[src/rtl/rcg_pkg.sv]
package rcg_pkg;

  localparam int CYCLE_W = 3;

  typedef enum logic [1:0] {
    TEST_SYSTEM      = 2'd0,
    TEST_IDENT       = 2'd1,
    TEST_MODE1_IDENT = 2'd2,
    TEST_EMERGENCY   = 2'd3
  } testMode_t;

  // Strobes from the control to the datapath
  typedef struct packed {
    logic start;      // accepted F1: restart the tick counter
    logic abort;      // arm strobe: stop and clear everything
    logic fullTrain;  // information slots allowed in this cycle
  } ctrlStrobes_t;

  // Timing events from the datapath back to the control
  typedef struct packed {
    logic rearmPoint;
    logic finalPoint;
  } dpEvents_t;

  function automatic logic [CYCLE_W-1:0] cyclesFor(testMode_t mode);
    case (mode)
      TEST_MODE1_IDENT: cyclesFor = CYCLE_W'(2);
      TEST_EMERGENCY:   cyclesFor = CYCLE_W'(4);
      default:          cyclesFor = CYCLE_W'(1);
    endcase
  endfunction

endpackage

[src/rtl/rcg_control.sv]
module rcg_control
  import rcg_pkg::*;
(
  input  logic         clk,
  input  logic         rstN,
  input  logic         armPulse,
  input  logic         framePulse,
  input  logic [1:0]   testType,
  input  dpEvents_t    events,
  output ctrlStrobes_t strobes,
  output logic         acceptEnable,
  output logic         trainDone
);

  testMode_t          typeQ;
  logic [CYCLE_W-1:0] cycleCount;
  logic               acceptQ;
  logic               doneQ;
  logic               accept;
  logic               moreToCome;
  logic               lastCycle;

  assign accept     = framePulse && acceptQ && !armPulse;
  assign moreToCome = cycleCount < cyclesFor(typeQ);
  assign lastCycle  = cycleCount == cyclesFor(typeQ);

  always_ff @(posedge clk or negedge rstN) begin
    if (!rstN) begin
      acceptQ    <= 1'b0;
      cycleCount <= '0;
      typeQ      <= TEST_SYSTEM;
      doneQ      <= 1'b0;
    end else if (armPulse) begin
      acceptQ    <= 1'b1;
      cycleCount <= '0;
      typeQ      <= testMode_t'(testType);
      doneQ      <= 1'b0;
    end else begin
      doneQ <= events.finalPoint && lastCycle;
      if (accept) begin
        acceptQ    <= 1'b0;
        cycleCount <= cycleCount + 1'b1;
      end else if (events.rearmPoint && moreToCome) begin
        acceptQ <= 1'b1;
      end
    end
  end

  always_comb begin
    strobes.start     = accept;
    strobes.abort     = armPulse;
    strobes.fullTrain = (cycleCount == CYCLE_W'(1)) || (typeQ == TEST_MODE1_IDENT);
  end

  assign acceptEnable = acceptQ;
  assign trainDone    = doneQ;

endmodule

[src/rtl/rcg_datapath.sv]
module rcg_datapath
  import rcg_pkg::*;
#(
  parameter int CODE_BITS   = 12,
  parameter int SLOT_TICKS  = 29,
  parameter int F2_TICK     = 406,
  parameter int IP_TICK     = 493,
  parameter int REARM_TICK  = 440,
  parameter int PULSE_TICKS = 10
) (
  input  logic                 clk,
  input  logic                 rstN,
  input  ctrlStrobes_t         strobes,
  input  logic [CODE_BITS-1:0] codeSelect,
  output dpEvents_t            events,
  output logic                 compPos,
  output logic                 compNeg
);

  localparam int TIMER_W = $clog2(IP_TICK + 1);
  localparam int WIDTH_W = $clog2(PULSE_TICKS + 1);
  localparam logic [TIMER_W-1:0] F2_AT    = TIMER_W'(F2_TICK);
  localparam logic [TIMER_W-1:0] IP_AT    = TIMER_W'(IP_TICK);
  localparam logic [TIMER_W-1:0] REARM_AT = TIMER_W'(REARM_TICK);

  logic [TIMER_W-1:0]   timer;
  logic                 running;
  logic [CODE_BITS-1:0] infoHit;
  logic                 f2Hit;
  logic                 ipHit;
  logic                 anyHit;
  logic [WIDTH_W-1:0]   widthCnt;
  logic                 posQ;
  logic                 negQ;

  // Tick counter standing in for the tapped delay line
  always_ff @(posedge clk or negedge rstN) begin
    if (!rstN) begin
      timer   <= '0;
      running <= 1'b0;
    end else if (strobes.abort) begin
      timer   <= '0;
      running <= 1'b0;
    end else if (strobes.start) begin
      timer   <= '0;
      running <= 1'b1;
    end else if (running) begin
      if (timer == IP_AT) running <= 1'b0;
      else                timer   <= timer + 1'b1;
    end
  end

  // One tap decode per information slot
  for (genvar k = 0; k < CODE_BITS; k++) begin : g_infoTap
    localparam logic [TIMER_W-1:0] SLOT_AT = TIMER_W'((k + 1) * SLOT_TICKS);
    assign infoHit[k] = running && (timer == SLOT_AT) && codeSelect[k] && strobes.fullTrain;
  end

  assign f2Hit  = running && (timer == F2_AT);
  assign ipHit  = running && (timer == IP_AT);
  assign anyHit = (|infoHit) || f2Hit || ipHit;

  assign events.rearmPoint = running && (timer == REARM_AT);
  assign events.finalPoint = ipHit;

  // Fixed-width pulse former with complementary outputs
  always_ff @(posedge clk or negedge rstN) begin
    if (!rstN) begin
      posQ     <= 1'b0;
      negQ     <= 1'b1;
      widthCnt <= '0;
    end else if (strobes.abort) begin
      posQ     <= 1'b0;
      negQ     <= 1'b1;
      widthCnt <= '0;
    end else if (anyHit) begin
      posQ     <= 1'b1;
      negQ     <= 1'b0;
      widthCnt <= WIDTH_W'(PULSE_TICKS - 1);
    end else if (posQ) begin
      if (widthCnt == '0) begin
        posQ <= 1'b0;
        negQ <= 1'b1;
      end else begin
        widthCnt <= widthCnt - 1'b1;
      end
    end
  end

  assign compPos = posQ;
  assign compNeg = negQ;

endmodule

[src/rtl/reply_compare_gen.sv]
module reply_compare_gen
  import rcg_pkg::*;
#(
  parameter int CODE_BITS   = 12,
  parameter int SLOT_TICKS  = 29,
  parameter int F2_TICK     = 406,
  parameter int IP_TICK     = 493,
  parameter int REARM_TICK  = 440,
  parameter int PULSE_TICKS = 10
) (
  input  logic                 clk,
  input  logic                 rstN,
  input  logic                 armPulse,
  input  logic                 framePulse,
  input  logic [CODE_BITS-1:0] codeSelect,
  input  logic [1:0]           testType,
  output logic                 compPos,
  output logic                 compNeg,
  output logic                 acceptEnable,
  output logic                 trainDone
);

  ctrlStrobes_t strobes;
  dpEvents_t    events;

  rcg_control u_control (
    .clk          (clk),
    .rstN         (rstN),
    .armPulse     (armPulse),
    .framePulse   (framePulse),
    .testType     (testType),
    .events       (events),
    .strobes      (strobes),
    .acceptEnable (acceptEnable),
    .trainDone    (trainDone)
  );

  rcg_datapath #(
    .CODE_BITS   (CODE_BITS),
    .SLOT_TICKS  (SLOT_TICKS),
    .F2_TICK     (F2_TICK),
    .IP_TICK     (IP_TICK),
    .REARM_TICK  (REARM_TICK),
    .PULSE_TICKS (PULSE_TICKS)
  ) u_datapath (
    .clk        (clk),
    .rstN       (rstN),
    .strobes    (strobes),
    .codeSelect (codeSelect),
    .events     (events),
    .compPos    (compPos),
    .compNeg    (compNeg)
  );

endmodule

[config.mk]
export PLATFORM = sky130hd
export DESIGN_NAME = reply_compare_gen
export DESIGN_NICKNAME = d
export VERILOG_FILES = /design/src/rtl/rcg_pkg.sv /design/src/rtl/rcg_control.sv /design/src/rtl/rcg_datapath.sv /design/src/rtl/reply_compare_gen.sv
export SDC_FILE = /design/constraint.sdc
export NUM_CORES = 1
export LEC_CHECK = 0
export ABC_AREA = 0
export BUFFER_PORTS_ARGS = -buffer_cell sky130_fd_sc_hd__buf_2
export CAP_MARGIN = 20
export CORE_ASPECT_RATIO = 1.5
export CORE_MARGIN = 2
export CORE_UTILIZATION = 45
export CTS_CLUSTER_SIZE = 10
export DETAILED_ROUTE_END_ITERATION = 16
export PLACE_DENSITY = 0.72
export SYNTH_ARGS = -nofsm -noshare
export SYNTH_HDL_FRONTEND = slang
export SYNTH_HIERARCHICAL = 1
export SYNTH_SLANG_ARGS = --single-unit
[constraint.sdc]
create_clock -name clk -period 1.85 [get_ports clk]
set_input_delay 0.0925 -clock clk [delete_from_list [all_inputs] [get_ports clk]]
set_output_delay 0.0925 -clock clk [all_outputs]
set_load 0.03 [all_outputs]
==> flow_summary_export.csv <==
group,metric,value,unit
status,status,"finished, violations left",
status,violations,"setup timing",
route,drtIter0Drc,31,
global_routing,grt_use_total,0.194,
timing,worst_slack,-13.4,ps
synth,ys_seq_elements,23,
timing,fin_crit_sh,1.01,
global_routing,grt_overflow,0,
layout,diodes,0,
route,wl_per_cell,15.1,um
timing,period_minus_slack,1860,ps
layout,mostFrequentLayoutCell,"nor2_1",
synth,netlist.area_leader.share,0.349,
clock_network,cts_buffer_depth,2,
timing,tightest_slew,526,ps
clock_network,clkLatencyLatePin,260,ps
die,dieArea,4010,um2
route,drtPass1Iterations,4,
critical_path,arrival,2000,ps
layout,final_util,0.600,
route,route.detailed.drc,0,
critical_path,cp_max_fo,4,
global_routing,grt_pass1_wl,6020,um
power,peakVddDrop,0.478,mV
die,die_x,52.4,um
global_routing,antenna_found_initial,0,
layout,finish.net_count,240,
route,vias_per_cell,5.56,
layout,layout_common_cells,"nor2_1 (24), buf_2 (21), buf_4 (18)",
power,leakage,0.824,nW
critical_path,critPathKind,"flip-flop to flip-flop",
layout,drive_above_1_share,0.376,
place,gp_congestion,0.837,
layout,final_area,2030,um2
clock_network,cts_buffers,3,
min_path,hp-class,"input port to flip-flop",
synth,syn_inst,177,
timing,tns,-43.6,ps
synth,synth.largest_area_cell,"dfrtp_1",
place,dpl_cell_area,1780,um2
place,portBuffers,21,
die,num_io_pins,22,
synth,async_reset_ff_frac,1.00,
die,fp-row-count,26,
synth,syn-cell-area,1580,um2
global_routing,grt_max_degree,24,
synth,synth_cell_type_count,51,
critical_path,end_kind,"flip-flop",
run,maxCapViolCount,0,
global_routing,grt_pass1_vias,1400,
clock_network,htreeDepth,1,
synth,synth_area_leaders,"dfrtp_1 (35%), ha_1 (8.7%), nor2_1 (5.7%)",
clock_network,ctsRootBufferMaster,"clkbuf_8",
critical_path,cp.required,1990,ps
route,drtAntennaViolNets,0,
die,die_y,76.6,um
timing,final_hold_viol_count,0,
synth,synthFlopType,"dfrtp_1",
die,start_util,0.467,
layout,layoutNonFillerInstCount,252,
clock_network,cts_num_sinks,23,
timing,slew_viol_final,0,
timing,setup_viol_count_final,4,
timing,rsz0062_at_grt,"true",
critical_path,start_kind,"flip-flop",
synth,ys_warn_count,6,
power,powerDensity,530,nW/um2
clock_network,cts_tree,"built",
clock_network,path_clk_slew,80,ps
timing,maxSlewHeadroom,0.649,
timing,clock_skew,7.24,ps
synth,syn_area_per_cell,8.92,um2
timing,max_freq,537,MHz
layout,layout-area-overhead-vs-synth,28.5,%
route,drt-total-wl,3800,um
die,core,3380,um2
synth,synth-edff-count,0,
synth,yosysSeqAreaShare,0.365,
route,num_vias,1402,
place,dpl.hpwl,2690,um
place,dp_cells,243,
synth,synth_fp_nets,206,
-- final timing paths --
path / startpoint / endpoint / slack (ps) / depth (start not counted)
max: u_datapath/timer[1]$_DFFE_PN0P_ / u_datapath/widthCnt[3]$_DFFE_PN0P_ / -10 / 7
min: testType[1] / u_control/typeQ[1]$_DFFE_PN0P_ / 40 / 3
max reg2reg: u_datapath/timer[1]$_DFFE_PN0P_ / u_datapath/widthCnt[3]$_DFFE_PN0P_ / -10 / 7
min reg2reg: u_control/typeQ[0]$_DFFE_PN0P_ / u_control/typeQ[0]$_DFFE_PN0P_ / 510 / 1
max in group asynchronous: rstN / u_datapath/timer[5]$_DFFE_PN0P_ / 1130 / 2
min in group asynchronous: rstN / u_control/trainDone$_DFF_PN0_ / 330 / 2
-- flip-flops by register name (all words and copies together), names as in the netlist --
name / flops
u_datapath/timer: 9
u_datapath/widthCnt: 4
u_control/cycleCount: 3
u_control/typeQ: 2
u_control/acceptEnable: 1
u_control/trainDone: 1
u_datapath/compNeg: 1
u_datapath/compPos: 1
u_datapath/running: 1
-- Yosys cell counts (3+ instances only) --
| cell type | count |
|---|---|
| nand4b_1 | 3 |
| o21ai_0 | 4 |
| a21oi_1 | 6 |
| buf_2 | 6 |
| o22ai_1 | 3 |
| nand2_1 | 12 |
| inv_1 | 11 |
| nand4_1 | 3 |
| buf_4 | 3 |
| xnor2_1 | 6 |
| nor2_1 | 24 |
| nand3_1 | 5 |
| dfrtp_1 | 22 |
| xor2_1 | 5 |
| o21ai_1 | 3 |
| nand2b_1 | 3 |
| ha_1 | 11 |
| nor2b_1 | 3 |
| nor4_1 | 6 |
-- kinds of logic after synthesis --
logic type,synth area share
and+or+nand+nor,0.258
buffers and inverters,0.0737
DFF,0.365
muxes,0.00713
adders and majority gates,0.0872
AOI/OAI and AO/OA,0.148
xor gates and xnor gates,0.0610
-- power breakdown --
| group | total, mW | switching, mW | internal, mW | leakage, nW |
|---|---|---|---|---|
| logic | 0.218 | 0.119 | 0.0990 | 0.498 |
| clock network | 0.308 | 0.158 | 0.150 | 0.0255 |
| registers | 0.550 | 0.0259 | 0.524 | 0.300 |
-- what timing repair did --
item                                    CTS  global route
gates resized for setup                  13            23
endpoints found under the hold margin    22             0
pin swaps                                11             7
endpoints found under the setup margin    4            11
hold buffers                              1             0
setup buffers                             2             2
-- metal layers --
| metal | vias up | global-route usage | routed length (um) | share of wire |
|---|---|---|---|---|
| li1 | 687 | - | - | - |
| met4 | 0 | 0.0744 | 84 | 0.022 |
| met5 | - | 0 | 0 | 0 |
| met2 | 27 | 0.339 | 1940 | 0.51 |
| met3 | 8 | 0.0294 | 97 | 0.026 |
| met1 | 680 | 0.227 | 1670 | 0.44 |
-- per-stage QoR --
stage,hold WS (ps),power [mW],setup slack [ps]
6_report,38.3,1.08,-13.4
5_1_grt,56.6,1.14,-101
4_1_cts,39.9,1.07,-5.78
3_5_place_dp,103,0.746,-39.2
3_3_place_gp,102,0.743,5.82
2_1_floorplan,-203,0.669,44.6
-- critical path, stage by stage, from the launching register on --
cell	delay (ps)
dfrtp_2	470
ha_4	180
nor2b_4	120
a32oi_2	190
o21ai_2	100
o41ai_4	390
buf_4	200
o22ai_1	80
-- cell type report --
cell class	instances	area [um2]
repair buffers	41	262
clock inverters	1	5.00
clock buffers	3	41.3
multi-input cells	130	1040
fillers	301	1350
inverters	12	50.0
flip-flops and latches	23	583
well taps	42	52.6
Note: power is estimated with default switching activity, not from simulation.
